[config.mk]
export PLATFORM = sky130hd
export DESIGN_NAME = wdog_escalator
export DESIGN_NICKNAME = d
export VERILOG_FILES = /design/src/rtl/wdog_pkg.sv /design/src/rtl/wdog_rst_sync.sv /design/src/rtl/wdog_tap_edge.sv /design/src/rtl/wdog_ctrl_lock.sv /design/src/rtl/wdog_stage.sv /design/src/rtl/wdog_escalator.sv
export SDC_FILE = /design/constraint.sdc
export NUM_CORES = 1
export LEC_CHECK = 0
export BUFFER_PORTS_ARGS = -buffer_cell sky130_fd_sc_hd__buf_2
export CORE_AREA = 2 2 48 68
export DETAILED_ROUTE_END_ITERATION = 8
export DIE_AREA = 0 0 50 70
export PLACE_DENSITY_LB_ADDON = 0.3
export SLEW_MARGIN = 30
export SYNTH_ARGS = -nofsm -noshare
export SYNTH_HDL_FRONTEND = slang
export SYNTH_SLANG_ARGS = --single-unit
[constraint.sdc]
create_clock -name clk -period 1.1 [get_ports clk]
set_clock_uncertainty 0.15 [all_clocks]
set_input_delay 0.055 -clock clk [delete_from_list [all_inputs] [get_ports clk]]
set_output_delay 0.055 -clock clk [all_outputs]
set_load 0.005 [all_outputs]
[src/rtl/wdog_pkg.sv]
package wdog_pkg;
  localparam int TB_W   = 64;
  localparam int SEL_W  = $clog2(TB_W);
  localparam int RC_W   = 2;
  localparam int STAT_W = 2 + RC_W;

  localparam int ST_ARM  = STAT_W - 1;
  localparam int ST_WARN = STAT_W - 2;

  typedef enum logic [RC_W-1:0] {
    RC_NONE  = 2'b00,
    RC_CHK   = 2'b01,
    RC_RSTO  = 2'b10,
    RC_RSVD  = 2'b11
  } rc_e;
endpackage

[src/rtl/wdog_rst_sync.sv]
module wdog_rst_sync (
  input  logic clk,
  input  logic arst_n,
  output logic srst_n
);
  logic [1:0] sync_q;

  always_ff @(posedge clk or negedge arst_n) begin
    if (!arst_n) sync_q <= 2'b00;
    else         sync_q <= {sync_q[0], 1'b1};
  end

  assign srst_n = sync_q[1];
endmodule

[src/rtl/wdog_tap_edge.sv]
module wdog_tap_edge #(
  parameter int TB_W  = 64,
  parameter int SEL_W = $clog2(TB_W)
) (
  input  logic             clk,
  input  logic             rst_n,
  input  logic [TB_W-1:0]  tb_val,
  input  logic [SEL_W-1:0] tap_sel,
  output logic             tmo_o
);
  localparam logic [SEL_W-1:0] TOP_IDX = SEL_W'(TB_W - 1);

  logic [SEL_W-1:0] tap_idx;
  logic             tap_cur;
  logic             prev_q, prev_d;
  logic             primed_q, primed_d;

  always_comb begin
    tap_idx  = TOP_IDX - tap_sel;
    tap_cur  = tb_val[tap_idx];
    prev_d   = tap_cur;
    primed_d = 1'b1;
    tmo_o    = primed_q & tap_cur & ~prev_q;
  end

  always_ff @(posedge clk or negedge rst_n) begin
    if (!rst_n) begin
      prev_q   <= 1'b0;
      primed_q <= 1'b0;
    end else begin
      prev_q   <= prev_d;
      primed_q <= primed_d;
    end
  end
endmodule

[src/rtl/wdog_ctrl_lock.sv]
module wdog_ctrl_lock
  import wdog_pkg::*;
(
  input  logic            clk,
  input  logic            rst_n,
  input  logic            wr_en,
  input  logic [RC_W-1:0] wr_data,
  output logic [RC_W-1:0] rc_o
);
  logic [RC_W-1:0] rc_q, rc_d;
  logic            rc_ce;

  always_comb begin
    rc_ce = wr_en && (rc_q == RC_NONE);
    rc_d  = wr_data;
  end

  always_ff @(posedge clk or negedge rst_n) begin
    if (!rst_n)     rc_q <= RC_NONE;
    else if (rc_ce) rc_q <= rc_d;
  end

  assign rc_o = rc_q;
endmodule

[src/rtl/wdog_stage.sv]
module wdog_stage
  import wdog_pkg::*;
(
  input  logic              clk,
  input  logic              soft_rst_n,
  input  logic              por_rst_n,
  input  logic              tmo,
  input  logic [RC_W-1:0]   rc,
  input  logic [STAT_W-1:0] clr,
  output logic              armed_o,
  output logic              warned_o,
  output logic [RC_W-1:0]   cause_o,
  output logic              chkstop_o,
  output logic              rstreq_o
);
  logic            armed_q, armed_d;
  logic            warned_q, warned_d;
  logic [RC_W-1:0] cause_q, cause_d;
  logic            chk_q, chk_d;
  logic            rsr_q, rsr_d;
  logic            final_evt;

  always_comb begin
    final_evt = tmo & armed_q & warned_q;

    if (tmo)                armed_d = 1'b1;
    else if (clr[ST_ARM])   armed_d = 1'b0;
    else                    armed_d = armed_q;

    if (tmo && armed_q)     warned_d = 1'b1;
    else if (clr[ST_WARN])  warned_d = 1'b0;
    else                    warned_d = warned_q;

    if (final_evt) cause_d = rc;
    else           cause_d = cause_q & ~clr[RC_W-1:0];

    chk_d = final_evt && (rc == RC_CHK);
    rsr_d = final_evt && (rc == RC_RSTO);
  end

  always_ff @(posedge clk or negedge soft_rst_n) begin
    if (!soft_rst_n) begin
      armed_q  <= 1'b0;
      warned_q <= 1'b0;
      chk_q    <= 1'b0;
      rsr_q    <= 1'b0;
    end else begin
      armed_q  <= armed_d;
      warned_q <= warned_d;
      chk_q    <= chk_d;
      rsr_q    <= rsr_d;
    end
  end

  always_ff @(posedge clk or negedge por_rst_n) begin
    if (!por_rst_n) cause_q <= RC_NONE;
    else            cause_q <= cause_d;
  end

  assign armed_o   = armed_q;
  assign warned_o  = warned_q;
  assign cause_o   = cause_q;
  assign chkstop_o = chk_q;
  assign rstreq_o  = rsr_q;
endmodule

[src/rtl/wdog_escalator.sv]
module wdog_escalator
  import wdog_pkg::*;
(
  input  logic              clk,
  input  logic              por_n,
  input  logic              rst_n,
  input  logic [TB_W-1:0]   tb_val,
  input  logic [SEL_W-1:0]  tap_sel,
  input  logic              rc_wr_en,
  input  logic [RC_W-1:0]   rc_wr_data,
  input  logic              wdog_irq_en,
  input  logic              crit_en,
  input  logic              clr_wr,
  input  logic [STAT_W-1:0] clr_mask,
  output logic [STAT_W-1:0] stat_o,
  output logic [RC_W-1:0]   rc_o,
  output logic              crit_irq_o,
  output logic              chkstop_o,
  output logic              rst_req_o
);
  logic              por_s_n;
  logic              soft_s_n;
  logic              soft_raw_n;
  logic              tmo_evt;
  logic [RC_W-1:0]   rc_q;
  logic [STAT_W-1:0] clr_vec;
  logic              armed, warned;
  logic [RC_W-1:0]   cause;

  assign soft_raw_n = rst_n & por_n;
  assign clr_vec    = clr_wr ? clr_mask : '0;

  wdog_rst_sync u_por_sync (
    .clk    (clk),
    .arst_n (por_n),
    .srst_n (por_s_n)
  );

  wdog_rst_sync u_soft_sync (
    .clk    (clk),
    .arst_n (soft_raw_n),
    .srst_n (soft_s_n)
  );

  wdog_tap_edge #(.TB_W(TB_W), .SEL_W(SEL_W)) u_tap (
    .clk     (clk),
    .rst_n   (soft_s_n),
    .tb_val  (tb_val),
    .tap_sel (tap_sel),
    .tmo_o   (tmo_evt)
  );

  wdog_ctrl_lock u_lock (
    .clk     (clk),
    .rst_n   (soft_s_n),
    .wr_en   (rc_wr_en),
    .wr_data (rc_wr_data),
    .rc_o    (rc_q)
  );

  wdog_stage u_stage (
    .clk        (clk),
    .soft_rst_n (soft_s_n),
    .por_rst_n  (por_s_n),
    .tmo        (tmo_evt),
    .rc         (rc_q),
    .clr        (clr_vec),
    .armed_o    (armed),
    .warned_o   (warned),
    .cause_o    (cause),
    .chkstop_o  (chkstop_o),
    .rstreq_o   (rst_req_o)
  );

  assign stat_o     = {armed, warned, cause};
  assign rc_o       = rc_q;
  assign crit_irq_o = warned & wdog_irq_en & crit_en;
endmodule

==> results.cfg <==
[power_and_ir_drop]
power.total_mw = 1.781
p_per_area_mw_per_mm2 = 868.2
power_frac_seq_pct = 34.7
p_comb_share_pct = 42.7
p_int_mw = 1.272
pwr-share-clk_pct = 22.6
p_switching_mw = 0.5096
leakagePower_nw = 1.075
sw_frac_of_total_pct = 28.61
ir_drop_mv = 0.7857

[detailed_routing]
via_per_inst = 5.102
first_iter_violations = 21
totalWireLength_um = 3748
vias = 1357
avgRoutedWirePerCell_um = 14.09
route.detailed.drc = 0
first_pass_iters = 4
ant_nets = 0

[run]
cap_viol_max_count = 0

[yosys]
yosysSeqAreaShare_pct = 29.88
synth_top_area_share_pct = 29.88
synth_cell_types = 27
synth_cells = 114
ys.flop_type = dfrtp_1
synth_edf_count = 0
synth_area_mm2 = 0.001172
synth.area.top_cells = dfrtp_1, mux2i_1, a22oi_1
async_flop_share_pct = 100.0
synth_top_cell_by_area = dfrtp_1
yosys_register_bits = 14
yosysWarnings = 0
syn_area_per_cell_um2 = 10.28

[timing]
fmax_ghz = 0.6776
setup_slack_ps = -375.8
setup_viol = 8
hold_viol_final = 8
period_needed_ps = 1476
timing.final.crit_share_pct = 134.2
slew_violations = 0
whs_ps = -23.25
grt_setup_unrepaired = true
setup_tns_ps = -2527

[worst_setup_path]
end_kind = register
cp.arrival_ps = 1450
crit_path_top_delay_cell = dfrtp_1
crit_end = u_stage.cause_o[0]
worstRegToRegCells = 5
crit_start = u_tap.primed_q
r2r_end = u_stage.cause_o[0]
path_class = reg2reg
rr_startpoint = u_tap.primed_q
slowest_delay_ps = 390
crit_chain = nand2b_4, nor2_4, and3_4, a22oi_4, mux2_4
crit_buf_inv = 0
cp_max_fo = 3
path_depth = 5
worst-r2r-setup-slack_ps = -380
worstPathRequired_ps = 1080
crit_path_start_kind = register
cp_top_family = flip-flops

[floorplan]
die_w_um = 50
rows = 24
core-area_mm2 = 0.002973
initial_core_util_pct = 39.44
die_y_um = 70
ios = 92
dieArea_mm2 = 0.003500

[cells_and_area]
diodes = 0
area_growth_pct = 75.03
finalCoreUtilization_pct = 69.02
num-fill-cells = 229
fin_cells = 266
drive_gt1_share_pct = 57.27
fin_nets = 312

[global_route]
grt_max_degree = 11
grt_pass1_wl_um = 5740
overflow = 0
grt_antenna_before_repair = 0
grtUsageTotal_pct = 20.94
grt_pass1_vias = 1378

[place]
place_hpwl_um = 2791
gp_congestion = 0.7868
preCtsSetupSlack_ps = -750.6
port_buffers = 91
placed_cells = 248

[clock_network]
cts-root-buf = clkbuf_8
cts_buffers = 3
ctsLongestPathBuffers = 2
h-tree-depth = 1
clock_latency_ps = 240
clk_pin_slew_ps = 50
cts_tree = yes
clock_sinks = 14

[run_status]
status = complete, but fails checks
violations = negative hold slack, negative setup slack

[hold_path]
hold_path.class = reg2async
metal layers:
metal  vias up  part of all wire (%)  GRT usage, %
li1        657                     -             -
met1       627                    35         20.74
met2        67                    57         39.91
met3         6                   7.2         4.060
met4         0                   1.2         9.568
met5         -                     0             0
final cells by class:
cell class / count / area [um2] / area share, %
repair buffers: 117 / 784.5 / 38.23
flip-flops and latches: 14 / 350.3 / 17.07
clock buffers: 3 / 41.29 / 2.012
multi-input cells: 91 / 819.5 / 39.94
well taps: 39 / 48.80 / 2.378
inverters: 2 / 7.507 / 0.3659
stage by stage:
stage	instance area, um2	hold WS, ps
6_report	2052	-23.25
5_1_grt	2052	8.512
4_1_cts	1973	-12.80
3_5_place_dp	1692	-302.2
3_3_place_gp	1692	-304.1
2_1_floorplan	1196	-390.6
layout by cell type, fill, tap and decap left out, types with 3 or more instances in the layout:
cell	n
clkbuf_8	3
conb_1	3
dlygate4sd3_1	10
nand4b_1	4
dfrtp_1	14
buf_6	7
buf_2	87
nand2_1	7
mux2i_1	29
a22oi_1	15
mux2i_2	3
buf_4	8
what timing repair did:
item                                    4_1_cts  5_1_grt
hold buffers                                 10        0
pin swaps                                     9        2
gates resized for setup                      20       14
endpoints found under the setup margin        8       10
endpoints found under the hold margin        18        0
cloned                                        2        0
setup buffers                                 2        2
power groups by stage:
stage	logic (mW)	clock network, mW	registers [mW]
5_1_grt	0.823	0.444	0.623
2_1_floorplan	0.306	0	0.614
3_3_place_gp	0.545	0	0.612
3_5_place_dp	0.563	0	0.617
6_report	0.761	0.403	0.617
4_1_cts	0.673	0.420	0.615
state kept, by name (all words and copies together) (netlist names):
name	flops
u_lock.rc_o	2
u_por_sync.sync_q	2
u_soft_sync.sync_q	2
u_stage.cause_o	2
u_stage.armed_o	1
u_stage.chkstop_o	1
u_stage.rstreq_o	1
u_stage.warned_o	1
u_tap.prev_q	1
u_tap.primed_q	1
worst min-delay path by stage:
stage                                 endpoint  slack [ps]  cells past startpoint
after floorplan           u_por_sync.sync_q[0]        -390                      0
after global placement    u_por_sync.sync_q[0]        -300                      1
after detailed placement  u_por_sync.sync_q[0]        -300                      1
after CTS                    u_stage.chkstop_o         -10                      0
after global routing              u_tap.prev_q           9                      0
final                           u_lock.rc_o[1]         -20                      0
Yosys cell counts (4+ instances only):
| master | instances |
|---|---|
| nor2_1 | 4 |
| a22oi_1 | 16 |
| nand4b_1 | 4 |
| nand2_1 | 7 |
| dfrtp_1 | 14 |
| mux2i_1 | 33 |
worst reg2reg max path, delay by kind of cell, from the launching register on:
| family | cells | cell delay, ps |
|---|---|---|
| DFF | 1 | 390 |
| muxes | 1 | 320 |
| and+or+nand+nor | 3 | 270 |
| AOI/OAI and AO/OA | 1 | 230 |
kinds of logic (layout without fill, tap and decap cells):
group | count (synthesis) | in the layout | synth area share (%)
buf+inv | 11 | 122 | 8.431
flops | 14 | 14 | 29.88
mux | 35 | 35 | 30.10
simple gates | 30 | 30 | 15.58
other cells | 1 | 3 | 0.3199
compound gates | 23 | 23 | 15.69
No activity file was read; power rests on OpenSTA's default activity.
